$ cat config.mk
export PLATFORM = sky130hd
export DESIGN_NAME = cic_decim
export DESIGN_NICKNAME = d
export VERILOG_FILES = /design/src/rtl/cic_pkg.sv /design/src/rtl/cic_cfg_clamp.sv /design/src/rtl/cic_barrel_shl.sv /design/src/rtl/cic_integ_chain.sv /design/src/rtl/cic_comb_chain.sv /design/src/rtl/cic_decim.sv
export SDC_FILE = /design/constraint.sdc
export NUM_CORES = 2
export LEC_CHECK = 0
export BUFFER_PORTS_ARGS = -buffer_cell sky130_fd_sc_hd__buf_2
export CAP_MARGIN = 20
export CORE_ASPECT_RATIO = 1.4
export CORE_MARGIN = 4
export CORE_UTILIZATION = 35
export CTS_CLUSTER_DIAMETER = 150
export DETAILED_ROUTE_END_ITERATION = 8
export PLACE_DENSITY = 0.52
export SLEW_MARGIN = 10
export SYNTH_ARGS = -nofsm -noshare
export SYNTH_HDL_FRONTEND = slang
export SYNTH_SLANG_ARGS = --single-unit
$ cat constraint.sdc
create_clock -name clk -period 38.6 [get_ports clk]
set_input_delay 1.93 -clock clk [delete_from_list [all_inputs] [get_ports clk]]
set_output_delay 1.93 -clock clk [all_outputs]
set_load 0.01 [all_outputs]
$ cat src/rtl/cic_pkg.sv
package cic_pkg;

   // Reasons a requested configuration was altered at load time
   typedef struct packed {
      logic order_fix;
      logic ratio_fix;
   } clamp_t;

   // Largest ratio whose growth order*log2(ratio) stays within the budget,
   // further capped by the ratio field width.
   function automatic int unsigned ratio_limit(input int unsigned order,
                                               input int unsigned growth,
                                               input int unsigned ratio_w);
      int unsigned o;
      int unsigned e;
      o = (order == 0) ? 1 : order;
      e = growth / o;
      if (e > ratio_w - 1) e = ratio_w - 1;
      return 32'd1 << e;
   endfunction

endpackage

$ cat src/rtl/cic_cfg_clamp.sv
module cic_cfg_clamp
   import cic_pkg::*;
#(
   parameter int MAX_ORDER   = 5,
   parameter int ORD_W       = 3,
   parameter int RATIO_W     = 17,
   parameter int GROWTH_BITS = 45,
   parameter int MIN_RATIO   = 4
) (
   input  logic [ORD_W-1:0]   req_order,
   input  logic [RATIO_W-1:0] req_ratio,
   output logic [ORD_W-1:0]   eff_order,
   output logic [RATIO_W-1:0] eff_ratio,
   output clamp_t             flags
);

   logic [MAX_ORDER:1][RATIO_W-1:0] lim_tab;
   logic [RATIO_W-1:0]              lim;

   for (genvar o = 1; o <= MAX_ORDER; o++) begin : g_lim
      assign lim_tab[o] = RATIO_W'(ratio_limit(o, GROWTH_BITS, RATIO_W));
   end

   always_comb begin
      flags     = '0;
      eff_order = req_order;
      if (req_order == '0) begin
         eff_order       = ORD_W'(1);
         flags.order_fix = 1'b1;
      end else if (req_order > ORD_W'(MAX_ORDER)) begin
         eff_order       = ORD_W'(MAX_ORDER);
         flags.order_fix = 1'b1;
      end
      lim       = lim_tab[eff_order];
      eff_ratio = req_ratio;
      if (req_ratio < RATIO_W'(MIN_RATIO)) begin
         eff_ratio       = RATIO_W'(MIN_RATIO);
         flags.ratio_fix = 1'b1;
      end else if (req_ratio > lim) begin
         eff_ratio       = lim;
         flags.ratio_fix = 1'b1;
      end
   end

endmodule

$ cat src/rtl/cic_barrel_shl.sv
module cic_barrel_shl #(
   parameter int IN_W  = 16,
   parameter int OUT_W = 61,
   parameter int SH_W  = 6
) (
   input  logic [IN_W-1:0]  din,
   input  logic [SH_W-1:0]  amt,
   output logic [OUT_W-1:0] dout
);

   logic [SH_W:0][OUT_W-1:0] stg;

   assign stg[0] = {{(OUT_W-IN_W){din[IN_W-1]}}, din};

   for (genvar b = 0; b < SH_W; b++) begin : g_lvl
      assign stg[b+1] = amt[b] ? (stg[b] << (1 << b)) : stg[b];
   end

   assign dout = stg[SH_W];

endmodule

$ cat src/rtl/cic_integ_chain.sv
module cic_integ_chain #(
   parameter int ACC_W     = 61,
   parameter int MAX_ORDER = 5,
   parameter int ORD_W     = 3
) (
   input  logic             clk,
   input  logic             rst_n,
   input  logic             clr,
   input  logic             en,
   input  logic [ACC_W-1:0] din,
   input  logic [ORD_W-1:0] order,
   output logic [ACC_W-1:0] tap
);

   logic [MAX_ORDER-1:0][ACC_W-1:0] taps;

   for (genvar k = 0; k < MAX_ORDER; k++) begin : g_st
      logic [ACC_W-1:0] acc;
      logic [ACC_W-1:0] src;
      logic             act;

      if (k == 0) begin : g_head
         assign src = din;
      end else begin : g_link
         assign src = g_st[k-1].acc;
      end

      assign act = (ORD_W'(k) < order);

      always_ff @(posedge clk or negedge rst_n) begin
         if (!rst_n)      acc <= '0;
         else if (clr)    acc <= '0;
         else if (en)     acc <= act ? (acc + src) : '0;
      end

      assign taps[k] = acc;
   end

   assign tap = taps[order - ORD_W'(1)];

endmodule

$ cat src/rtl/cic_comb_chain.sv
module cic_comb_chain #(
   parameter int ACC_W     = 61,
   parameter int MAX_ORDER = 5,
   parameter int ORD_W     = 3
) (
   input  logic             clk,
   input  logic             rst_n,
   input  logic             clr,
   input  logic             step,
   input  logic [ACC_W-1:0] din,
   input  logic [ORD_W-1:0] order,
   output logic [ACC_W-1:0] dout
);

   logic [MAX_ORDER:0][ACC_W-1:0] link;

   assign link[0] = din;

   for (genvar k = 0; k < MAX_ORDER; k++) begin : g_st
      logic [ACC_W-1:0] dly;
      logic             act;

      assign act = (ORD_W'(k) < order);

      always_ff @(posedge clk or negedge rst_n) begin
         if (!rst_n)              dly <= '0;
         else if (clr)            dly <= '0;
         else if (step && act)    dly <= link[k];
      end

      assign link[k+1] = act ? (link[k] - dly) : link[k];
   end

   assign dout = link[MAX_ORDER];

endmodule

$ cat src/rtl/cic_decim.sv
module cic_decim
   import cic_pkg::*;
#(
   parameter int  DATA_W      = 16,
   parameter int  MAX_ORDER   = 5,
   parameter int  GROWTH_BITS = 45,
   parameter int  RATIO_W     = 17,
   parameter int  MIN_RATIO   = 4,
   localparam int ACC_W       = DATA_W + GROWTH_BITS,
   localparam int ORD_W       = $clog2(MAX_ORDER + 1),
   localparam int SH_W        = $clog2(ACC_W)
) (
   input  logic               clk,
   input  logic               rst_n,
   input  logic               cfg_load,
   input  logic [ORD_W-1:0]   cfg_order,
   input  logic [RATIO_W-1:0] cfg_ratio,
   input  logic [SH_W-1:0]    cfg_pre_shift,
   input  logic [SH_W-1:0]    cfg_out_shift,
   output logic               cfg_err,
   input  logic               in_valid,
   input  logic [DATA_W-1:0]  in_data,
   output logic               out_valid,
   output logic [DATA_W-1:0]  out_data
);

   // Elaboration-time parameter checks
   if (DATA_W < 2) begin : g_bad_dw
      $error("cic_decim: DATA_W must be at least 2");
   end
   if (MAX_ORDER < 1) begin : g_bad_ord
      $error("cic_decim: MAX_ORDER must be at least 1");
   end
   if (MIN_RATIO < 2 || MIN_RATIO >= (1 << (RATIO_W - 1))) begin : g_bad_rmin
      $error("cic_decim: MIN_RATIO out of range for RATIO_W");
   end
   if (GROWTH_BITS < MAX_ORDER) begin : g_bad_grow
      $error("cic_decim: GROWTH_BITS too small for MAX_ORDER");
   end

   // Loaded configuration
   logic [ORD_W-1:0]   eff_order;
   logic [RATIO_W-1:0] eff_ratio;
   logic [SH_W-1:0]    eff_pre;
   logic [SH_W-1:0]    eff_osh;

   logic [ORD_W-1:0]   cl_order;
   logic [RATIO_W-1:0] cl_ratio;
   clamp_t             cl_flags;

   cic_cfg_clamp #(
      .MAX_ORDER  (MAX_ORDER),
      .ORD_W      (ORD_W),
      .RATIO_W    (RATIO_W),
      .GROWTH_BITS(GROWTH_BITS),
      .MIN_RATIO  (MIN_RATIO)
   ) u_clamp (
      .req_order(cfg_order),
      .req_ratio(cfg_ratio),
      .eff_order(cl_order),
      .eff_ratio(cl_ratio),
      .flags    (cl_flags)
   );

   always_ff @(posedge clk or negedge rst_n) begin
      if (!rst_n) begin
         eff_order <= ORD_W'(1);
         eff_ratio <= RATIO_W'(MIN_RATIO);
         eff_pre   <= '0;
         eff_osh   <= '0;
         cfg_err   <= 1'b0;
      end else if (cfg_load) begin
         eff_order <= cl_order;
         eff_ratio <= cl_ratio;
         eff_pre   <= cfg_pre_shift;
         eff_osh   <= cfg_out_shift;
         cfg_err   <= cl_flags.order_fix | cl_flags.ratio_fix;
      end
   end

   // Sample counter and decimation event
   logic [RATIO_W-1:0] cnt;
   logic               dec_evt;
   logic               take;

   assign take = in_valid & ~cfg_load;

   always_ff @(posedge clk or negedge rst_n) begin
      if (!rst_n) begin
         cnt     <= '0;
         dec_evt <= 1'b0;
      end else if (cfg_load) begin
         cnt     <= '0;
         dec_evt <= 1'b0;
      end else begin
         dec_evt <= 1'b0;
         if (in_valid) begin
            if (cnt == eff_ratio - RATIO_W'(1)) begin
               cnt     <= '0;
               dec_evt <= 1'b1;
            end else begin
               cnt <= cnt + RATIO_W'(1);
            end
         end
      end
   end

   // Input scaling
   logic [ACC_W-1:0] scaled;

   cic_barrel_shl #(
      .IN_W (DATA_W),
      .OUT_W(ACC_W),
      .SH_W (SH_W)
   ) u_pre (
      .din (in_data),
      .amt (eff_pre),
      .dout(scaled)
   );

   // Integrator and comb sections
   logic [ACC_W-1:0] int_tap;
   logic [ACC_W-1:0] comb_out;

   cic_integ_chain #(
      .ACC_W    (ACC_W),
      .MAX_ORDER(MAX_ORDER),
      .ORD_W    (ORD_W)
   ) u_integ (
      .clk  (clk),
      .rst_n(rst_n),
      .clr  (cfg_load),
      .en   (take),
      .din  (scaled),
      .order(eff_order),
      .tap  (int_tap)
   );

   cic_comb_chain #(
      .ACC_W    (ACC_W),
      .MAX_ORDER(MAX_ORDER),
      .ORD_W    (ORD_W)
   ) u_comb (
      .clk  (clk),
      .rst_n(rst_n),
      .clr  (cfg_load),
      .step (dec_evt),
      .din  (int_tap),
      .order(eff_order),
      .dout (comb_out)
   );

   // Output scaling, truncation and strobe
   always_ff @(posedge clk or negedge rst_n) begin
      if (!rst_n) begin
         out_valid <= 1'b0;
         out_data  <= '0;
      end else if (cfg_load) begin
         out_valid <= 1'b0;
      end else begin
         out_valid <= dec_evt;
         if (dec_evt) out_data <= DATA_W'($signed(comb_out) >>> eff_osh);
      end
   end

endmodule

==> summary.md <==
| Metric | Value |
|---|---|
| GRT met2 Usage | 0.449 |
| Max Clock Skew | 0.0533 ns |
| Fmax | 50.8 MHz |
| Antenna violations before repair | 4 |
| Clock Path Buffers | 3 |
| Synth Instances | 9175 |
| CP max FO | 57 |
| CP bufs+invs | 3 |
| Slew Limit Fails | 0 |
| Worst reg-to-reg setup slack | 18.91 ns |
| GR Layer Usage met3 | 0.0217 |
| Vias/cell | 5.88 |
| Largest net degree at the start of global routing | 130 |
| Congestion Overflow GR | 0 |
| Worst path slowest cell | dfstp_4 |
| Clock Root Buffer | clkbuf_16 |
| Share of async-settable or async-resettable flops after synthesis | 1.00 |
| Crit share post-route | 0.510 |
| Cell family with most CP delay | compound AO/OA/AOI/OAI gates |
| Syn Nets | 9845 |
| First-pass GRT wire length | 407000 um |
| Relative slew slack | 0.266 |
| Worst hold stages | 2 |
| CTS Hold Bufs | 0 |
| Post-layout net count | 9627 |
| Number of gates resized after CTS | 0 |
| Post-synth EDFFs | 0 |
| Grt met1 use | 0.285 |
| Total CTS buffers | 88 |
| GRT Max-Usage Layer | met2 |
| Setup TNS Final | 0 ns |
| HP Class | reg2reg |
| Crit end category | register |
| Clock sinks | 678 |
| Final setup vio count | 0 |
| Max-Cap Viols | 0 |
| Final Hold Viols | 0 |
| DRT Pass-1 Iters | 8 |
| FF-to-FF path depth | 57 |
| Post-DP HPWL | 206000 um |
| Worst slew pin tran | between 1 and 1.5 ns |
| Vias | 68700 |
| Core footprint | 0.202 sq mm |
| Overall routing resource usage | 0.245 |
| Worst R2R End | out_data[13]$_DFFE_PN0P_ |
| Gp weighted congestion | 0.961 |
| Post-CTS setup buffer count | 0 |
| Top_reg_cell synth | dfrtp_1 |
| Num rows | 195 |
| Tmin final | 19.69 ns |
| Outcome | finished, final reports clean |
| Sequential element share of the synthesized area | 0.239 |
| CP Class | reg2reg |
| WL final | 267000 um |
| Port Buf Inserts | 69 |
| Post-Syn Area per Cell | just under 8 sq um |
| Startpoint class of the critical path | register |
| CTS H-tree lvls | 3 |
| Critical path required time | 39.27 ns |
| Layout cells sized above 1 | 0.0658 |
| Area share of the leading cell type in the synthesized netlist | 0.238 |
| Routed len/inst | 22.8 um |
| Die Area | 0.210 sq mm |
| Yosys cell types | 109 |
| Unrepaired setup endpoints after global routing | false |
| Min-delay src | u_comb.g_st[3].dly[22]$_DFFE_PN0P_ |
| Largest area contributor in the netlist | dfrtp_1 |
| Launch point of the worst reg-to-reg path | eff_order[0]$_DFFE_PN1P_ |
| Vias in the first global route | 67500 |
| Area delta synth->final | 8.43% |
| YS warnings | 0 |
| FF+latch count, synth | about 680 |
| Io pins | 70 |
| WP data arrival | 20.36 ns |
| Die width | a little under 400 um |
| Drc violations | 0 |
| Drt initial violations | between 4000 and 5000 |
| Clk slew on worst S/H paths | about 0.060 ns |
| Initial core utilization | 0.352 |
| Hold path endpoint | u_comb.g_st[3].dly[22]$_DFFE_PN0P_ |
| Area contributors post-synth | dfrtp_1 (24%), ha_1 (11%), a21oi_1 (5.9%) |
| CP peak stage delay | 0.85 ns |
| Mapped cell area | 0.0710 sq mm |
| DIE HEIGHT | approximately 540 um |
| CTS tree | built |
| Antenna Nets Post-Route | 0 |
| Worst skew pair latency | roughly 0.73 ns |
[synth_stat cells, types with 112 or more instances]
master,count
nand4_1,120
o21ai_0,793
nor2_1,554
inv_1,596
nand3_1,165
dfrtp_1,676
o21bai_1,112
a21oi_1,837
mux2i_1,182
a21o_1,433
a22o_1,273
xor2_1,235
xnor2_1,276
clkbuf_1,414
ha_1,608
nor3_1,171
nand2_1,1053
[state kept, by name, indices dropped and copies added, names as in the netlist]
register and count:
out_valid 1, eff_osh 6, u_comb.g_st.dly 305, eff_pre 6, cfg_err 1, cnt 17, dec_evt 1, out_data 16
u_integ.g_st.acc 305, eff_order 3, eff_ratio 17
[worst min-delay path, stage by stage, from the launching register on]
cell and delay, ns:
dfrtp_1 0.34, nand2_1 0.05, o21ai_0 0.06
[cells by family after synthesis]
group / synth area share
compound gates: 0.318
xor+xnor: 0.0637
fa+ha+maj: 0.110
buf+inv: 0.0574
flops: 0.239
mux: 0.0450
simple gates: 0.167
[metrics by stage]
step	hold WS [ns]	cells	cell area [sq um]	utilization	setup WS, ns
floorplan	0.450	9175	71000	-	22.67
global placement	0.462	11500	73900	0.366	19.17
detailed placement	0.470	11500	73900	0.366	19.22
CTS	0.482	11700	77000	0.382	19.23
global route	0.497	11700	77000	0.382	18.15
finish	0.476	11700	77000	0.382	18.91
[worst max-delay path by stage]
stage | startpoint | endpoint | slack [ns] | cells past startpoint
floorplan | eff_order[0]$_DFFE_PN1P_ | out_data[13]$_DFFE_PN0P_ | 22.67 | 72
global placement | eff_order[0]$_DFFE_PN1P_ | out_data[13]$_DFFE_PN0P_ | 19.17 | 57
detailed placement | eff_order[0]$_DFFE_PN1P_ | out_data[13]$_DFFE_PN0P_ | 19.22 | 57
CTS | eff_order[0]$_DFFE_PN1P_ | out_data[13]$_DFFE_PN0P_ | 19.23 | 57
global route | eff_order[0]$_DFFE_PN1P_ | out_data[13]$_DFFE_PN0P_ | 18.15 | 57
finish | eff_order[0]$_DFFE_PN1P_ | out_data[13]$_DFFE_PN0P_ | 18.91 | 57
[cells in the final DEF, fill, tap and decap left out, types with 234 or more instances in the layout]
cell type / n
xor2_1: 234
nor2_1: 542
a22o_1: 273
o21ai_0: 792
nand2_1: 1046
a21o_1: 433
ha_1: 607
inv_1: 595
xnor2_1: 275
a21oi_1: 833
dfrtp_1: 672
[cell type report]
cell class / count / area [sq um]
inverter: 601 / 2260
clock inverter: 39 / 579
sequential: 678 / 17000
tap: 2659 / 3330
antenna: 4 / 10.0
multi-input combinational: 7414 / 50200
timing repair buffer: 174 / 1180
clock buffer: 119 / 2490
fill: 21000 / 125000
[metal layers]
metal,wire length (um),part of all wire
met1,108000,0.40
met2,135000,0.51
met5,0,0
met4,14100,0.053
met3,9630,0.036
Power is left out: the tool's default activity adds up to more than one toggle a clock period on the data nets, which glitch-free logic cannot reach.
